## src/rtl/xlat_walker_pkg.sv

```systemverilog
package xlat_walker_pkg;

    localparam int VA_W       = 32;
    localparam int DESC_W     = 32;
    localparam int DOM_W      = 4;
    localparam int AP_W       = 2;
    localparam int CODE_W     = 4;

    // Field boundaries inside addresses and descriptors.
    localparam int TTB_LSB    = 14;
    localparam int L1_IDX_LSB = 20;
    localparam int COARSE_LSB = 10;
    localparam int FINE_LSB   = 12;
    localparam int LARGE_LSB  = 16;
    localparam int SMALL_LSB  = 12;
    localparam int TINY_LSB   = 10;
    localparam int L1_AP_LSB  = 10;
    localparam int L2_AP_LSB  = 4;
    localparam int DOM_LSB    = 5;

    localparam logic [CODE_W-1:0] FLT_NONE    = 4'h0;
    localparam logic [CODE_W-1:0] FLT_SECTION = 4'h5;
    localparam logic [CODE_W-1:0] FLT_PAGE    = 4'h7;

    typedef enum logic [1:0] {
        ST_IDLE,
        ST_L1_READ,
        ST_L2_READ,
        ST_DONE
    } walk_state_e;

    typedef enum logic [1:0] {
        L1_FAULT   = 2'd0,
        L1_COARSE  = 2'd1,
        L1_SECTION = 2'd2,
        L1_FINE    = 2'd3
    } l1_kind_e;

    typedef enum logic [1:0] {
        L2_FAULT = 2'd0,
        L2_LARGE = 2'd1,
        L2_SMALL = 2'd2,
        L2_TINY  = 2'd3
    } l2_kind_e;

    typedef struct packed {
        logic [VA_W-1:0]   paddr;
        logic [AP_W-1:0]   ap;
        logic              fault;
        logic [CODE_W-1:0] code;
    } walk_res_t;

endpackage

```

## src/rtl/xlat_addr_gen.sv

```systemverilog
module xlat_addr_gen
    import xlat_walker_pkg::*;
(
    input  logic [VA_W-1:TINY_LSB]   mva_hi,
    input  logic [VA_W-1:TTB_LSB]    ttb_hi,
    input  logic [VA_W-1:COARSE_LSB] tbl_hi,
    input  logic                     fine,
    output logic [VA_W-1:0]          l1_addr,
    output logic [VA_W-1:0]          l2_addr
);

    logic [VA_W-1:0] coarse_addr;
    logic [VA_W-1:0] fine_addr;

    // Word index of the first-level entry: one entry per megabyte.
    assign l1_addr     = {ttb_hi, mva_hi[VA_W-1:L1_IDX_LSB], 2'b00};

    // Coarse tables index by 4 KB, fine tables by 1 KB.
    assign coarse_addr = {tbl_hi, mva_hi[L1_IDX_LSB-1:SMALL_LSB], 2'b00};
    assign fine_addr   = {tbl_hi[VA_W-1:FINE_LSB], mva_hi[L1_IDX_LSB-1:TINY_LSB], 2'b00};

    assign l2_addr     = fine ? fine_addr : coarse_addr;

endmodule

```

## src/rtl/xlat_l1_decode.sv

```systemverilog
module xlat_l1_decode
    import xlat_walker_pkg::*;
(
    input  logic [DESC_W-1:0]     desc,
    input  logic [L1_IDX_LSB-1:0] mva_lo,
    input  logic [DESC_W-1:0]     dacr,
    output l1_kind_e              kind,
    output logic [DOM_W-1:0]      dom,
    output logic [AP_W-1:0]       dom_acc,
    output walk_res_t             res
);

    logic unused_desc_bits;
    assign unused_desc_bits = ^{desc[L1_IDX_LSB-1:FINE_LSB], desc[DOM_LSB+DOM_W], desc[DOM_LSB-1:2]};

    assign kind    = l1_kind_e'(desc[1:0]);
    assign dom     = desc[DOM_LSB +: DOM_W];
    assign dom_acc = dacr[{dom, 1'b0} +: AP_W];

    always_comb begin
        res = '0;
        unique case (kind)
            L1_FAULT: begin
                res.fault = 1'b1;
                res.code  = FLT_SECTION;
            end
            L1_SECTION: begin
                res.paddr = {desc[DESC_W-1:L1_IDX_LSB], mva_lo};
                res.ap    = desc[L1_AP_LSB +: AP_W];
                res.code  = FLT_NONE;
            end
            default: begin
                // Table pointer: result comes from the second level.
                res.code  = FLT_NONE;
            end
        endcase
    end

endmodule

```

## src/rtl/xlat_l2_decode.sv

```systemverilog
module xlat_l2_decode
    import xlat_walker_pkg::*;
#(
    parameter bit TINY_EXT_EN = 1'b1
) (
    input  logic [DESC_W-1:0]    desc,
    input  logic [LARGE_LSB-1:0] mva_lo,
    input  logic                 fine,
    input  logic                 ext,
    output walk_res_t            res
);

    logic ext_ok;
    logic unused_desc_bits;
    assign unused_desc_bits = ^{desc[TINY_LSB-1:L2_AP_LSB+AP_W], desc[L2_AP_LSB-1:2]};

    generate
        if (TINY_EXT_EN) begin : g_ext
            assign ext_ok = ext;
        end else begin : g_no_ext
            logic unused_ext;
            assign unused_ext = ext;
            assign ext_ok     = 1'b0;
        end
    endgenerate

    l2_kind_e kind;
    assign kind = l2_kind_e'(desc[1:0]);

    always_comb begin
        res    = '0;
        res.ap = desc[L2_AP_LSB +: AP_W];
        unique case (kind)
            L2_FAULT: begin
                res.ap    = '0;
                res.fault = 1'b1;
                res.code  = FLT_PAGE;
            end
            L2_LARGE: res.paddr = {desc[DESC_W-1:LARGE_LSB], mva_lo};
            L2_SMALL: res.paddr = {desc[DESC_W-1:SMALL_LSB], mva_lo[SMALL_LSB-1:0]};
            L2_TINY: begin
                if (fine) begin
                    res.paddr = {desc[DESC_W-1:TINY_LSB], mva_lo[TINY_LSB-1:0]};
                end else if (ext_ok) begin
                    res.paddr = {desc[DESC_W-1:SMALL_LSB], mva_lo[SMALL_LSB-1:0]};
                end else begin
                    res.ap    = '0;
                    res.fault = 1'b1;
                    res.code  = FLT_PAGE;
                end
            end
            default: res.fault = 1'b0;
        endcase
    end

endmodule

```

## src/rtl/xlat_walker.sv

```systemverilog
module xlat_walker
    import xlat_walker_pkg::*;
#(
    parameter bit TINY_EXT_EN = 1'b1
) (
    input  logic              clk,
    input  logic              rst_n,
    input  logic              start,
    input  logic [VA_W-1:0]   vaddr,
    input  logic [VA_W-1:0]   pid_offset,
    input  logic [VA_W-1:0]   ttb,
    input  logic [DESC_W-1:0] dacr,
    input  logic              tiny_ext,
    output logic              mem_req,
    output logic [VA_W-1:0]   mem_addr,
    input  logic              mem_ack,
    input  logic [DESC_W-1:0] mem_rdata,
    output logic              done,
    output logic [VA_W-1:0]   paddr,
    output logic [AP_W-1:0]   ap,
    output logic              fault,
    output logic [CODE_W-1:0] fault_code,
    output logic [DOM_W-1:0]  walk_domain,
    output logic [AP_W-1:0]   dom_access
);

    walk_state_e state, state_nx;

    logic [VA_W-1:0]          mva_q;
    logic [VA_W-1:TTB_LSB]    ttb_q;
    logic [DESC_W-1:0]        dacr_q;
    logic                     ext_q;
    logic [VA_W-1:COARSE_LSB] tbl_q;
    logic                     fine_q;
    logic [DOM_W-1:0]         dom_q;
    logic [AP_W-1:0]          dacc_q;
    walk_res_t                res_q;

    logic [VA_W-1:0]  l1_addr;
    logic [VA_W-1:0]  l2_addr;
    l1_kind_e         l1_kind;
    logic [DOM_W-1:0] l1_dom;
    logic [AP_W-1:0]  l1_dacc;
    walk_res_t        l1_res;
    walk_res_t        l2_res;

    logic unused_ttb;
    assign unused_ttb = ^ttb[TTB_LSB-1:0];

    xlat_addr_gen u_addr (
        .mva_hi  (mva_q[VA_W-1:TINY_LSB]),
        .ttb_hi  (ttb_q),
        .tbl_hi  (tbl_q),
        .fine    (fine_q),
        .l1_addr (l1_addr),
        .l2_addr (l2_addr)
    );

    xlat_l1_decode u_l1 (
        .desc    (mem_rdata),
        .mva_lo  (mva_q[L1_IDX_LSB-1:0]),
        .dacr    (dacr_q),
        .kind    (l1_kind),
        .dom     (l1_dom),
        .dom_acc (l1_dacc),
        .res     (l1_res)
    );

    xlat_l2_decode #(.TINY_EXT_EN(TINY_EXT_EN)) u_l2 (
        .desc   (mem_rdata),
        .mva_lo (mva_q[LARGE_LSB-1:0]),
        .fine   (fine_q),
        .ext    (ext_q),
        .res    (l2_res)
    );

    // Next-state logic.
    always_comb begin
        state_nx = state;
        unique case (state)
            ST_IDLE:    if (start) state_nx = ST_L1_READ;
            ST_L1_READ: begin
                if (mem_ack) begin
                    unique case (l1_kind)
                        L1_FAULT, L1_SECTION: state_nx = ST_DONE;
                        L1_COARSE, L1_FINE:   state_nx = ST_L2_READ;
                        default:              state_nx = ST_DONE;
                    endcase
                end
            end
            ST_L2_READ: if (mem_ack) state_nx = ST_DONE;
            ST_DONE:    state_nx = ST_IDLE;
            default:    state_nx = ST_IDLE;
        endcase
    end

    // State register.
    always_ff @(posedge clk or negedge rst_n) begin
        if (!rst_n) state <= ST_IDLE;
        else        state <= state_nx;
    end

    // Walk context and result capture.
    always_ff @(posedge clk or negedge rst_n) begin
        if (!rst_n) begin
            mva_q  <= '0;
            ttb_q  <= '0;
            dacr_q <= '0;
            ext_q  <= 1'b0;
            tbl_q  <= '0;
            fine_q <= 1'b0;
            dom_q  <= '0;
            dacc_q <= '0;
            res_q  <= '0;
        end else begin
            if (state == ST_IDLE && start) begin
                mva_q  <= vaddr + pid_offset;
                ttb_q  <= ttb[VA_W-1:TTB_LSB];
                dacr_q <= dacr;
                ext_q  <= tiny_ext;
            end
            if (state == ST_L1_READ && mem_ack) begin
                tbl_q  <= mem_rdata[DESC_W-1:COARSE_LSB];
                fine_q <= (l1_kind == L1_FINE);
                dom_q  <= l1_dom;
                dacc_q <= l1_dacc;
                res_q  <= l1_res;
            end
            if (state == ST_L2_READ && mem_ack) begin
                res_q  <= l2_res;
            end
        end
    end

    // Outputs.
    always_comb begin
        mem_req  = 1'b0;
        mem_addr = l1_addr;
        done     = 1'b0;
        unique case (state)
            ST_IDLE:    ;
            ST_L1_READ: mem_req = 1'b1;
            ST_L2_READ: begin
                mem_req  = 1'b1;
                mem_addr = l2_addr;
            end
            ST_DONE:    done = 1'b1;
            default:    ;
        endcase
    end

    assign paddr       = res_q.paddr;
    assign ap          = res_q.ap;
    assign fault       = res_q.fault;
    assign fault_code  = res_q.code;
    assign walk_domain = dom_q;
    assign dom_access  = dacc_q;

endmodule

```

## config.mk

```make
export PLATFORM = sky130hd
export DESIGN_NAME = xlat_walker
export DESIGN_NICKNAME = d
export VERILOG_FILES = /design/src/rtl/xlat_walker_pkg.sv /design/src/rtl/xlat_addr_gen.sv /design/src/rtl/xlat_l1_decode.sv /design/src/rtl/xlat_l2_decode.sv /design/src/rtl/xlat_walker.sv
export SDC_FILE = /design/constraint.sdc
export NUM_CORES = 1
export LEC_CHECK = 0
export BUFFER_PORTS_ARGS = -buffer_cell sky130_fd_sc_hd__buf_2
export CAP_MARGIN = 25
export CORE_AREA = 2 2 161 163
export CTS_CLUSTER_SIZE = 14
export DETAILED_ROUTE_END_ITERATION = 8
export DIE_AREA = 0 0 163 165
export PLACE_DENSITY = 0.61
export SLEW_MARGIN = 20
export SYNTH_ARGS = -nofsm -noshare
export SYNTH_HDL_FRONTEND = slang
export SYNTH_HIERARCHICAL = 1
export SYNTH_SLANG_ARGS = --single-unit
```

## constraint.sdc

```tcl
create_clock -name clk -period 3.2 [get_ports clk]
set_clock_uncertainty 0.1 [all_clocks]
set_input_delay 0.48 -clock clk [delete_from_list [all_inputs] [get_ports clk]]
set_output_delay 0.48 -clock clk [all_outputs]
set_load 0.005 [all_outputs]
```

==> reports/qor.yml, run 1 <==
outcome:
  status: "finished, final reports clean"
global_routing:
  globalRouteOverflowTotal: 0
  grt_usage_pct: 19.0
  grt_max_degree: 79
  antenna_found_initial: 2
  grt_pass1_wl_um: 40200
  first_global_vias: 7506
die:
  floorplan.core_area_um2: 25000
  io_pins: 244
  initial_core_util_pct: 39.4
  die_height_um: 165
  dieArea_um2: 26900
  chipWidth_um: 163
  placementRows: 58
critical_path:
  arrival_ns: 2.07
  crit_fanout: 31
  required_ns: 2.62
  startpoint_type: "register"
  crit_type: "register to output pin"
  crit_path_end_kind: "output pin"
timing:
  fin_crit_sh_pct: 82.8
  slew_headroom_pct: 52.2
  fmax_mhz: 378
  finalSetupViolCount: 0
  fin_crit_ns: 2.65
  slew_violations: 0
  fin_ws_ns: 0.552
  hold_viol_final: 0
  rsz0062_at_grt: "no"
  tightest_slew_ns: 0.717
  setup_tns_ns: 0
synth:
  synth-edff-count: 0
  syn_area_per_cell_um2: 9.25
  synth_ff_type: "dfrtp_1"
  netlist_instances: 1068
  ys_seq_elements: 153
  synth_area_um2: 9880
  synthArstFlopShare_pct: 100
  yosysWarnings: 6
  ys_seq_area_share_pct: 38.8
  yosysUniqueCellTypes: 70
job:
  max-cap-violations: 0
clock_network:
  cts.sinks: 153
  cts.clk_slew.worst_paths_ns: 0.07
  clockRootBuffer: "clkbuf_16"
  ctsResizeCount: 0
  cts_buffer_depth: 2
  h-tree-depth: 4
  clk-insertion-delay-late_ns: 0.42
  cts_made_buffers: 17
  holdBufCountCts: 1
  cts_setup_buffers: 0
  cts_tree: "done"
pwr:
  clock_power_share_pct: 21.1
  pwr_density_cell_nw_per_um2: 800
  swShare_pct: 36.4
  pwr-share-comb_pct: 41.5
  peakVddDrop_mv: 0.393
  p_sw_mw: 3.32
  seqPwrFrac_pct: 37.4
  static-leakage-power_nw: 5.81
  total_power_mw: 9.13
  power.internal_mw: 5.81
finish:
  drive_gt1_share_pct: 31.4
  synthToLayoutAreaGrowth_pct: 15.6
  nets: 1416
  final_util_pct: 45.6
drt:
  via_per_inst: 4.95
  ant_nets: 0
  drc: 0
  vias: 7690
  drt-total-wl_um: 25000
  drt_pass1_iterations: 5
  routedWlPerCell_um: 16.1
  dr.first_iter.drc_count: 629
placement:
  io_buffers: 224
  hpwlAfterDp_um: 18800
  place_ws_ns: 0.382
  gp_congestion: 0.836
min_path:
  min_path_type: "input pin to register"
-- flip-flops by register name, indices dropped and copies added (netlist names) --
name and cells:
dacr_q 32, mva_q 32, paddr 32, tbl_q 22, ttb_q 18, fault_code 4
walk_domain 4, ap 2, dom_access 2, state 2, ext_q 1, fault 1
fine_q 1
-- final cells by class --
cell class,instances,area [um^2]
Antenna cell,1,2.50
Clock buffer,20,457
Clock inverter,11,98.8
Fill cell,2473,13600
Inverter,10,37.5
Multi-Input combinational cell,788,5300
Sequential cell,153,3830
Tap cell,330,413
Timing Repair Buffer,239,1280
-- per-layer routing --
layer  vias up  GRT usage [%]  share of wire [%]  wire length [um]
met1      3598           25.8                 47             11800
li1       3858              -                  -                 -
met5         -              0              0.052                13
met2       210           31.0                 47             11900
met4         2           5.51                1.4               353
met3        22           3.34                4.2              1060
-- power groups by stage --
stage / Sequential [mW] / Combinational [mW] / Clock, mW
2_1_floorplan: 3.31 / 2.87 / 0
3_3_place_gp: 3.42 / 3.76 / 0
3_5_place_dp: 3.46 / 3.81 / 0
4_1_cts: 3.43 / 3.83 / 1.97
5_1_grt: 3.55 / 4.23 / 2.06
6_report: 3.42 / 3.79 / 1.93
-- synthesized netlist by cell type, types with 3 or more instances --
library cell,count,area (um^2)
a21oi_2,6,52.6
nand3_1,9,45.0
and3_1,3,18.8
buf_1,5,18.8
mux4_2,4,90.1
o21ai_1,18,90.1
nor2_1,22,82.6
nand2b_1,4,25.0
xnor2_1,7,61.3
o21bai_1,3,22.5
a211oi_2,3,37.5
or3_1,4,25.0
nor3_1,10,50.1
inv_1,10,37.5
mux2i_1,40,400
buf_6,5,56.3
mux2_2,61,687
dfrtp_1,153,3830
xor2_1,18,158
mux4_1,4,105
o211ai_1,4,30.0
mux2_4,10,150
conb_1,3,11.3
a21oi_1,37,185
buf_2,8,40.0
ha_1,41,513
nand2_1,261,980
nor2b_1,11,68.8
nor2_2,3,18.8
and2_1,61,382
buf_4,68,510
o21ai_2,3,26.3
nand2_2,3,18.8
o21ai_0,71,355
o21a_1,8,60.1
a21o_1,5,37.5
nand4_1,6,37.5
clkbuf_1,35,131
-- critical path, stage by stage (launching register included) --
cell and delay [ns]:
dfrtp_1 0.43, inv_1 0.13, ha_2 0.30, buf_12 0.24, mux2_2 0.39, buf_2 0.14
-- layout by cell type (no fill, tap or decap), types with 7 or more instances in the layout --
cell type	count
mux2_2	61
nor2b_1	10
buf_4	11
and2_1	60
nor3_1	10
dfrtp_1	153
xnor2_1	7
buf_2	223
a21oi_1	37
clkbuf_16	17
o21ai_1	17
o21ai_0	71
xor2_1	18
nor2_1	22
nand2_1	259
nand3_1	9
mux2i_1	40
conb_1	7
mux2_4	10
ha_1	40
inv_1	10
o21a_1	8
-- stage by stage --
step / cell area (um^2) / cells / hold slack, ns
final: 11400 / 1552 / 0.138
after global routing: 11400 / 1551 / 0.125
after CTS: 11400 / 1551 / 0.123
after detailed placement: 10800 / 1519 / 0.358
after global placement: 10800 / 1519 / 0.352
after floorplan: 9890 / 1072 / 0.0844
-- final timing paths --
path                                       start                    endpoint  slack (ns)  cells after the start
setup / recovery            state[0]$_DFFE_PN0P_                 mem_addr[9]        0.55                      5
hold / removal                          dacr[30]      dacr_q[30]$_DFFE_PN0P_        0.14                      3
setup reg to reg              fine_q$_DFFE_PN0P_        paddr[9]$_DFFE_PN0P_        1.03                      5
hold reg to reg            ttb_q[16]$_DFFE_PN0P_       ttb_q[16]$_DFFE_PN0P_        0.37                      2
max in group asynchronous                  rst_n  walk_domain[0]$_DFFE_PN0P_        1.61                      3
min in group asynchronous                  rst_n       tbl_q[24]$_DFFE_PN0P_        0.52                      2
-- logic make-up after synthesis --
group	after synthesis	share of synthesized area, %
AO/OA/AOI/OAI	187	12.2
XOR/XNOR	25	2.22
adder cells (fa/ha/maj)	42	5.40
buffers and inverters	131	8.05
flip-flops	153	38.8
multiplexers	119	14.5
other	3	0.114
AND/OR/NAND/NOR	408	18.8
Power figures use the tool's default switching activity.
==> run 2, diff against run 1 <==
--- a/config.mk
+++ b/config.mk
@@ -5,12 +5,13 @@
 export SDC_FILE = /design/constraint.sdc
 export NUM_CORES = 1
 export LEC_CHECK = 0
+export ABC_AREA = 1
 export BUFFER_PORTS_ARGS = -buffer_cell sky130_fd_sc_hd__buf_2
 export CAP_MARGIN = 25
-export CORE_AREA = 2 2 161 163
+export CORE_AREA = 2 2 167 169
 export CTS_CLUSTER_SIZE = 14
 export DETAILED_ROUTE_END_ITERATION = 8
-export DIE_AREA = 0 0 163 165
+export DIE_AREA = 0 0 169 171
 export PLACE_DENSITY = 0.61
 export SLEW_MARGIN = 20
 export SYNTH_ARGS = -nofsm -noshare
==> constraint.sdc (replaced) <==
create_clock -name clk -period 2.5 [get_ports clk]
set_clock_uncertainty 0.1 [all_clocks]
set_input_delay 0.375 -clock clk [delete_from_list [all_inputs] [get_ports clk]]
set_output_delay 0.375 -clock clk [all_outputs]
set_load 0.005 [all_outputs]
==> run 2 against run 1 <==
Sequential power is 28% higher. Critical endpoint is now mem_addr[2]. Final area is 7.8% higher. Highest routed layer is now met4. Core utilization is 0.57 points lower. Global-route usage is 1.3 points higher. Clock-buffer cell count is 2 lower.
==> reports/qor.yml, run 2 <==
clock_network:
  cts.sinks: 153  # unchanged
  clk-insertion-delay-late_ns: 0.41  # was 0.42 ns
  cts_setup_buffers: 0  # unchanged
  cts_made_buffers: 17  # unchanged
  cts_buffer_depth: 2  # unchanged
  cts.clk_slew.worst_paths_ns: 0.06  # was 0.07 ns
  cts_tree: "done"  # unchanged
  h-tree-depth: 4  # unchanged
  clockRootBuffer: "clkbuf_16"  # unchanged
critical_path:
  required_ns: 2.03  # was 2.62 ns
  r2r_cells: 7  # was 5
  cp_slowest_cell: "dfrtp_1"  # unchanged
  max_stage_delay_ns: 0.41  # was 0.43 ns
  crit_path_end_kind: "output pin"  # unchanged
  cp_cell_sequence: "inv_2 > ha_4 > buf_12 > mux2_2 > buf_2"  # was inv_1 > ha_2 > buf_12 > mux2_2 > buf_2
  arrival_ns: 1.91  # was 2.07 ns
  crit_fanout: 29  # was 31
  startpoint_type: "register"  # unchanged
  crit_type: "register to output pin"  # unchanged
drt:
  ant_nets: 0  # unchanged
  dr.first_iter.drc_count: 564  # was 629
  via_per_inst: 4.71  # was 4.95
  routedWlPerCell_um: 14.4  # was 16.1 um
  drt_pass1_iterations: 5  # unchanged
  drc: 0  # unchanged
  vias: 9572  # was 7690
  drt-total-wl_um: 29200  # was 25000 um
pwr:
  static-leakage-power_nw: 6.99  # was 5.81 nW
  peakVddDrop_mv: 0.380  # was 0.393 mV
  pwr_density_cell_nw_per_um2: 980  # was 800 nW/um^2
  total_power_mw: 12.1  # was 9.13 mW
global_routing:
  antenna_found_initial: 2  # unchanged
  grt_usage_pct: 20.3  # was 19.0%
  first_global_vias: 9090  # was 7506
  grt_max_degree: 79  # unchanged
  globalRouteOverflowTotal: 0  # unchanged
  grt_pass1_wl_um: 46800  # was 40200 um
timing:
  slew_headroom_pct: 64.3  # was 52.2%
  fmax_mhz: 419
  rsz0062_at_grt: "no"  # unchanged
  tightest_slew_ns: 0.535  # was 0.717 ns
  hold_viol_final: 0  # unchanged
  setup_tns_ns: 0  # unchanged
  fin_ws_ns: 0.111  # was 0.552 ns
  finalSetupViolCount: 0  # unchanged
  fin_crit_sh_pct: 95.6
  slew_violations: 0  # unchanged
  worst_hold_slack_ns: 0.0596  # was 0.138 ns
  fin_crit_ns: 2.39
min_path:
  min_path_cells: 3  # unchanged
  min_path_type: "input pin to register"  # unchanged
placement:
  io_buffers: 224  # unchanged
  place_inst: 1999  # was 1519
  hpwlAfterDp_um: 22000  # was 18800 um
  gp_congestion: 0.927  # was 0.836
  place_ws_ns: 0.233  # was 0.382 ns
die:
  io_pins: 244  # unchanged
  floorplan.core_area_um2: 27300  # was 25000 um^2
  die_height_um: 171  # was 165 um
  initial_core_util_pct: 39.2  # was 39.4%
  dieArea_um2: 28900  # was 26900 um^2
  placementRows: 61  # was 58
  chipWidth_um: 169  # was 163 um
synth:
  ys_seq_area_share_pct: 35.7  # was 38.8%
  yosysUniqueCellTypes: 41  # was 70
  synth_area_leaders: "dfrtp_1 (36%), nand2_1 (18%), inv_1 (7.1%)"  # was dfrtp_1 (39%), nand2_1 (9.9%), mux2_2 (7.0%)
  ys_seq_elements: 153  # unchanged
  synthArstFlopShare_pct: 100  # unchanged
  synth_top_cell_by_area: "dfrtp_1"  # unchanged
  synthTopCellsByCount: "nand2_1 (507), inv_1 (203), dfrtp_1 (153)"  # was nand2_1 (261), dfrtp_1 (153), o21ai_0 (71)
  synth_area_um2: 10700  # was 9880 um^2
  syn_area_per_cell_um2: 7.00  # was 9.25 um^2
  yosysWarnings: 6  # unchanged
  synth_ff_type: "dfrtp_1"  # unchanged
  netlist_instances: 1530  # was 1068
  yosysTopAreaCellShare_pct: 35.7  # was 38.8%
  synth-edff-count: 0  # unchanged
  yosysMostFrequentCell: "nand2_1"  # unchanged
finish:
  final_cells: 2032  # was 1552
  nets: 1880  # was 1416
  drive_gt1_share_pct: 22.3  # was 31.4%
  final_cell_mix: "nand2_1 (505), buf_2 (223), inv_1 (202)"  # was nand2_1 (259), buf_2 (223), dfrtp_1 (153)
  synthToLayoutAreaGrowth_pct: 14.8  # was 15.6%
  final_common_cell: "nand2_1"  # unchanged
job:
  max-cap-violations: 0  # unchanged
outcome:
  status: "finished, final reports clean"  # unchanged
-- run 2: changes by cell type after synthesis, moves of 17 or more --
| cell | previous run | this run |
|---|---|---|
| nor2_1 | 22 | 134 |
| inv_1 | 10 | 203 |
| mux2i_1 | 40 | 0 |
| nand3_1 | 9 | 105 |
| nand2_1 | 261 | 507 |
| and2_1 | 61 | 0 |
| xor2_1 | 18 | 1 |
-- run 2: cells by family (layout without fill, tap and decap cells) --
group	Yosys count	after routing	synth area share (%)
flops	153	153	35.7
xor+xnor	15	15	1.23
simple gates	786	786	30.1
fa+ha+maj	42	42	4.97
compound gates	139	139	6.78
buf+inv	332	483	14.8
other cells	3	8	0.105
mux	60	60	6.30
-- run 2: report_power, final --
group / internal, mW / leakage [nW] / total [mW] / switching (mW)
clock: 1.37 / 0.256 / 2.43 / 1.05
sequential: 3.65 / 1.92 / 4.37 / 0.720
combinational: 2.33 / 4.81 / 5.26 / 2.92
-- run 2: cell type report --
cell class	count	area, um^2
fill	2890	15000
multi-input combinational	1049	5340
sequential	153	3830
timing repair buffer	242	1350
inverter	210	791
tap	346	433
clock buffer	18	429
clock inverter	13	121
antenna	1	2.50
-- run 2: worst paths after layout --
kind / startpoint / endpoint / slack [ns]
max: state[0]$_DFFE_PN0P_ / mem_addr[2] / 0.11
min: dacr[15] / dacr_q[15]$_DFFE_PN0P_ / 0.06
min reg2reg: mva_q[21]$_DFFE_PN0P_ / mva_q[21]$_DFFE_PN0P_ / 0.38
max reg2reg: state[1]$_DFFE_PN0P_ / mva_q[19]$_DFFE_PN0P_ / 0.66
max in group asynchronous: rst_n / tbl_q[11]$_DFFE_PN0P_ / 1.20
min in group asynchronous: rst_n / ttb_q[26]$_DFFE_PN0P_ / 0.40
-- run 2: metal layers --
| layer | global-route usage (%) | routed length (um) | up-vias |
|---|---|---|---|
| li1 | - | - | 4950 |
| met1 | 26.9 | 13500 | 4353 |
| met2 | 35.2 | 14100 | 240 |
| met3 | 2.68 | 1170 | 29 |
| met4 | 4.65 | 456 | 0 |
| met5 | 0 | 0 | - |
-- run 2: repair_timing --
| action | CTS | global route |
|---|---|---|
| pin swaps | 0 | 0 |
| gates resized for setup | 1 | 1 |
| hold endpoints to repair | 53 | 0 |
| setup endpoints to repair | 29 | 29 |
| hold buffers | 1 | 0 |
-- run 2: stage by stage --
step           instance area, um^2  utilization [%]
2_1_floorplan                10700                -
3_3_place_gp                 11700             42.9
3_5_place_dp                 11700             42.9
4_1_cts                      12300             45.0
5_1_grt                      12300             45.0
6_report                     12300             45.0
-- run 2: critical path: cells and delay by family, from the launching register on --
kind,cells,cell delay (ns)
adder cells (fa/ha/maj),1,0.20
flip-flops,1,0.41
buffers and inverters,3,0.49
multiplexers,1,0.40
